==> config.mk <==
export PLATFORM = sky130hd
export DESIGN_NAME = prot_gate
export DESIGN_NICKNAME = d
export VERILOG_FILES = /design/src/rtl/prot_gate_pkg.sv /design/src/rtl/prot_gate_ctrl.sv /design/src/rtl/prot_gate_dp.sv /design/src/rtl/prot_gate.sv
export SDC_FILE = /design/constraint.sdc
export NUM_CORES = 1
export LEC_CHECK = 0
export ABC_AREA = 1
export BUFFER_PORTS_ARGS = -buffer_cell sky130_fd_sc_hd__buf_4
export CORE_AREA = 2 2 39 41
export DETAILED_ROUTE_END_ITERATION = 7
export DIE_AREA = 0 0 41 43
export HOLD_SLACK_MARGIN = 0.02
export PLACE_DENSITY = 0.44
export SYNTH_ARGS = -nofsm -noshare
export SYNTH_HDL_FRONTEND = slang
export SYNTH_HIERARCHICAL = 1
export SYNTH_SLANG_ARGS = --single-unit
==> constraint.sdc <==
create_clock -name clk -period 1.6 [get_ports clk]
set_clock_uncertainty 0.1 [all_clocks]
set_input_delay 0.32 -clock clk [delete_from_list [all_inputs] [get_ports clk]]
set_output_delay 0.32 -clock clk [all_outputs]
set_load 0.005 [all_outputs]
==> src/rtl/prot_gate_pkg.sv <==
package prot_gate_pkg;

  localparam int CODE_W = 2;
  localparam int ERR_W  = 3;

  // Bit positions inside the page-fault error vector
  localparam int ERR_PROT_BIT  = 0;
  localparam int ERR_WRITE_BIT = 1;
  localparam int ERR_USER_BIT  = 2;

  typedef enum logic [CODE_W-1:0] {
    RES_ALLOW = 2'b00,
    RES_SEG   = 2'b01,
    RES_PAGE  = 2'b10
  } result_e;

  // Control-to-datapath strobes
  typedef struct packed {
    logic capture;  // load the new verdict
    logic clear;    // return result registers to the reset value
  } strobe_t;

endpackage

==> src/rtl/prot_gate_ctrl.sv <==
module prot_gate_ctrl
  import prot_gate_pkg::*;
(
  input  logic    clk,
  input  logic    rst,
  input  logic    reqValid,
  output strobe_t strobes,
  output logic    rspValid
);

  always_comb begin
    strobes.clear   = rst;
    strobes.capture = reqValid & ~rst;
  end

  always_ff @(posedge clk) begin
    if (rst) begin
      rspValid <= 1'b0;
    end else begin
      rspValid <= reqValid;
    end
  end

endmodule

==> src/rtl/prot_gate_dp.sv <==
module prot_gate_dp
  import prot_gate_pkg::*;
#(
  parameter int LEVELS = 2
) (
  input  logic              clk,
  input  strobe_t           strobes,
  input  logic              reqWrite,
  input  logic              reqUser,
  input  logic              reqForceSup,
  input  logic              wpEnable,
  input  logic [LEVELS-1:0] entUser,
  input  logic [LEVELS-1:0] entWrite,
  input  logic              segFault,
  input  logic              segWritable,
  output logic [CODE_W-1:0] rspCode,
  output logic [ERR_W-1:0]  rspErr
);

  // Fold attributes across the translation levels
  logic [LEVELS:0] userChain;
  logic [LEVELS:0] writeChain;

  assign userChain[0]  = 1'b1;
  assign writeChain[0] = 1'b1;

  for (genvar lvl = 0; lvl < LEVELS; lvl++) begin : g_fold
    assign userChain[lvl+1]  = userChain[lvl]  & entUser[lvl];
    assign writeChain[lvl+1] = writeChain[lvl] & entWrite[lvl];
  end

  logic effUser;
  logic effWrite;
  logic checkAsUser;
  logic segBlock;
  logic pageBlock;
  result_e nextCode;
  logic [ERR_W-1:0] nextErr;

  assign effUser     = userChain[LEVELS];
  assign effWrite    = writeChain[LEVELS];
  assign checkAsUser = reqUser & ~reqForceSup;

  always_comb begin
    segBlock = segFault | (reqWrite & ~segWritable);

    if (checkAsUser) begin
      pageBlock = ~effUser | (reqWrite & ~effWrite);
    end else begin
      pageBlock = reqWrite & ~effWrite & (~effUser | wpEnable);
    end

    if (segBlock) begin
      nextCode = RES_SEG;
    end else if (pageBlock) begin
      nextCode = RES_PAGE;
    end else begin
      nextCode = RES_ALLOW;
    end

    nextErr = '0;
    if (nextCode == RES_PAGE) begin
      nextErr[ERR_PROT_BIT]  = 1'b1;
      nextErr[ERR_WRITE_BIT] = reqWrite;
      nextErr[ERR_USER_BIT]  = checkAsUser;
    end
  end

  always_ff @(posedge clk) begin
    if (strobes.clear) begin
      rspCode <= RES_ALLOW;
      rspErr  <= '0;
    end else if (strobes.capture) begin
      rspCode <= nextCode;
      rspErr  <= nextErr;
    end
  end

endmodule

==> src/rtl/prot_gate.sv <==
module prot_gate
  import prot_gate_pkg::*;
#(
  parameter int LEVELS = 2
) (
  input  logic              clk,
  input  logic              rst,
  input  logic              reqValid,
  input  logic              reqWrite,
  input  logic              reqUser,
  input  logic              reqForceSup,
  input  logic              wpEnable,
  input  logic [LEVELS-1:0] entUser,
  input  logic [LEVELS-1:0] entWrite,
  input  logic              segFault,
  input  logic              segWritable,
  output logic              rspValid,
  output logic [1:0]        rspCode,
  output logic [2:0]        rspErr
);

  strobe_t strobes;

  prot_gate_ctrl ctrl_i (
    .clk      (clk),
    .rst      (rst),
    .reqValid (reqValid),
    .strobes  (strobes),
    .rspValid (rspValid)
  );

  prot_gate_dp #(.LEVELS(LEVELS)) dp_i (
    .clk         (clk),
    .strobes     (strobes),
    .reqWrite    (reqWrite),
    .reqUser     (reqUser),
    .reqForceSup (reqForceSup),
    .wpEnable    (wpEnable),
    .entUser     (entUser),
    .entWrite    (entWrite),
    .segFault    (segFault),
    .segWritable (segWritable),
    .rspCode     (rspCode),
    .rspErr      (rspErr)
  );

endmodule

Yosys cells after proc, flatten, opt, wreduce, memory -nomap -nowiden:

Cells that the tools add are included.

* bits of input ports: 13
* logic and storage cells: 23
* register bits after elaboration: 6

* bitwise operators: 15
* equal/unequal tests: 1
* multiplexer cells: 4

Operators with widths (count)
* $and A1 B1 Y1: 7
* $not A1 Y1: 5
* $mux W2: 2
* $mux W3: 1
* $or A1 B1 Y1: 3
* $eq A2 B2 Y1 const B: 1
* $mux W1: 1

Depth between registers and ports, before layout:

* word-level depth: 9
* gate-level depth with buffers: 6

By module:

Netlist, hierarchy kept.

Modules (own cells, without submodules)
* prot_gate_dp: instances 1, area an instance 200.2 µm², cells an instance 31
* prot_gate_ctrl: instances 1, area an instance 38.8 µm², cells an instance 5

Worst setup path before layout:

OpenSTA, ideal clock, no wires.

* path type: input -> register
* start: input port reqValid
* end: register dp_i.rspErr[1]
* library setup time: 0.070 ns
* data arrival time: 0.916 ns
* required time: 1.430 ns
* stages on the path: 6
* slack: 0.514 ns
* path through: inv_1 nor2_1 nand2_1 nor2_2 nand4_1 a21oi_1

RTL lines
* start, declared: RTL line prot_gate.sv:8 `input logic reqValid,`
* end signal, assigned: RTL line prot_gate_dp.sv:75 `rspErr <= nextErr;`
* end, declared: RTL line prot_gate_dp.sv:17 `output logic [ERR_W-1:0] rspErr`

==> results.py <==
metrics = {
    "outcome": {
        "status": "complete, no violations",
    },
    "clock_network": {
        "cts.sinks": 5,
        "post_cts_hold_buffer_count": 0,
        "clkTransAtPathRegs_ns": 0.05,
        "cts_tree": "built",
        "htreeDepth": 1,
        "cts_made_buffers": 3,
        "clk_latency_ns": 0.24,
        "clock_path_buffers": 2,
        "clockRootBuffer": "clkbuf_4",
        "post-cts-setup-buffers": 0,
        "postCtsResizedCells": 0,
    },
    "cells_and_area": {
        "syn_to_final_growth_pct": 69.6,
        "nets": 70,
        "drive_gt1_share_pct": 39.3,
        "fin_area_um2": 405,
        "regArea_um2": 100,
        "n_antenna_cell": 0,
        "fill_cells": 173,
        "multi_input_area_um2": 105,
    },
    "sta": {
        "min_period_ns": 1.12,
        "final_max_slew_viol_count": 0,
        "min_period_over_period_pct": 69.8,
        "hold_viol": 0,
        "tns_ns": 0,
        "grt_setup_unrepaired": "false",
        "setup_viol": 0,
        "fmax_ghz": 0.896,
        "worst_slew_pin_slew_ns": 0.183,
        "slew_headroom_pct": 87.7,
    },
    "worst_setup_path": {
        "crit_chain": "buf_4",
        "cp-end-kind": "output port",
        "path_buf_inv": 1,
        "path_delay_family": "flip-flops",
        "max_stage_delay_ns": 0.34,
        "slowest_stage": "dfxtp_1",
        "r2r_start": "dp_i/rspCode[0]",
        "cp.required_ns": 1.18,
        "crit_path_max_fanout": 3,
        "worst_setup_path_start_kind": "flip-flop",
        "cp_data_arrival_time_ns": 0.70,
        "crit_start": "dp_i/rspErr[0]",
        "crit_type": "reg -> out",
    },
    "pwr": {
        "p_leak_nw": 0.205,
        "p_sw_w": 0.0000734,
        "comb_power_share_pct": 15.7,
        "internal_power_w": 0.000255,
        "vdd_drop_max_v": 0.000408,
        "power.density_nw_per_um2": 809,
        "pwr-share-seq_pct": 40.0,
        "pwr-share-clk_pct": 44.2,
        "swShare_pct": 22.4,
    },
    "yosys": {
        "synth_cell_type_count": 10,
        "synth_top_area_cell": "dfxtp_1",
        "synth.area.top_cells": "dfxtp_1 42%, nand2_1 16%, inv_1 7.9%, nor2_1 7.9%, a21oi_1 6.3%",
        "synth_seq_cells": 5,
        "ys_seq_area_share_pct": 41.9,
        "ys_warn_count": 6,
        "synth_nets": 49,
        "syn_area_um2": 239,
        "syn_inst": 36,
        "syn_avg_cell_area_um2": 6.64,
        "synth_top_area_share_pct": 41.9,
    },
    "place": {
        "dp_hpwl_um": 473,
        "place_congestion": 0.655,
        "port_buffers": 18,
        "dpl_cell_area_um2": 379,
    },
    "floorplanning": {
        "die_height_um": 43,
        "fp.dieW_um": 41,
        "rows": 14,
        "io_pins": 19,
        "die_area_um2": 1760,
        "initial_utilization_pct": 17.3,
        "design.core.area_um2": 1380,
    },
    "routing": {
        "avgViaCountPerCell": 3.82,
        "first_pass_iters": 2,
        "drc": 0,
        "routed_wl_um": 573,
        "routedWlPerCell_um": 7.96,
        "dr.first_iter.drc_count": 6,
        "drtAntennaViolNets": 0,
        "vias": 275,
    },
    "min_path": {
        "hp-start": "rst",
        "min_path_type": "in -> reg",
    },
    "global_routing": {
        "track_usage_pct": 7.94,
        "globalRoute.totalOverflow": 0,
        "grt_pass1_wl_um": 903,
        "grt_max_degree": 7,
        "first_global_vias": 266,
        "antenna_found_initial": 0,
    },
    "run": {
        "maxCapViolCount": 0,
    },
}
==> synth_stat cells, drive strengths merged <==
cell    n
nand2  10
a21oi   3
inv     5
nor2    6
nand3   2
buf     2
nor3    1
dfxtp   5
nand4   2
==> power groups by stage <==
| stage | clock (W) | combinational [W] | sequential, W |
|---|---|---|---|
| floorplan | 0 | 0.0000202 | 0.000134 |
| global placement | 0 | 0.0000520 | 0.000134 |
| detailed placement | 0 | 0.0000527 | 0.000134 |
| CTS | 0.000153 | 0.0000529 | 0.000131 |
| global route | 0.000160 | 0.0000580 | 0.000132 |
| finish | 0.000145 | 0.0000517 | 0.000131 |
==> final cells by class <==
type,count,share of cell area (%)
Sequential cell,5,24.7
Timing Repair Buffer,18,33.3
Multi-Input combinational cell,24,25.9
Clock buffer,4,6.48
Tap cell,16,4.94
Inverter,5,4.63
==> metal layers <==
metal	part of all wire (%)	wire length, um	up-vias	global-route usage [%]
met5	0	0	-	0
met1	41	237	117	6.45
met2	53	302	8	12.8
met3	5.8	33	0	6.28
li1	-	-	150	-
met4	0	0	0	4.00
==> placed cells by master (no fill, tap or decap) <==
cell type	Yosys	routed
buf_4	2	18
nand2_1	10	10
inv_1	5	5
nor2_1	5	5
dfxtp_1	5	5
clkbuf_4	0	3
a21oi_1	3	3
nand3_1	2	2
nand4_1	2	2
clkbuf_1	0	1
nor2_2	1	1
nor3_1	1	1
==> final timing paths <==
path	endpoint	slack, ns	cells after the start
worst max-delay path	rspCode[1]	0.48	1
worst min-delay path	dp_i/rspErr[1]	0.18	2
worst max register to register	dp_i/rspCode[0]	0.89	2
worst min register to register	dp_i/rspErr[2]	0.37	2
==> state kept, by name (all words and copies together) (netlist names) <==
register         count
ctrl_i/rspValid      1
dp_i/rspErr          3
dp_i/rspCode         1
==> cell families after synthesis <==
family	after synthesis	synth area share, %
and+or+nand+nor	21	37.7
buffers and inverters	7	14.1
DFF	5	41.9
AOI/OAI and AO/OA	3	6.28
==> stage by stage <==
step	setup slack [ns]	hold WS (ns)	utilization, %	power (W)	instances
4_1_cts	0.469	0.169	29.3	0.000337	72
6_report	0.483	0.176	29.3	0.000328	72
3_3_place_gp	0.314	0.361	27.4	0.000186	68
2_1_floorplan	0.514	0.292	-	0.000154	36
3_5_place_dp	0.293	0.364	27.4	0.000186	68
5_1_grt	0.422	0.173	29.3	0.000350	72
No activity file was read; power rests on OpenSTA's default activity.
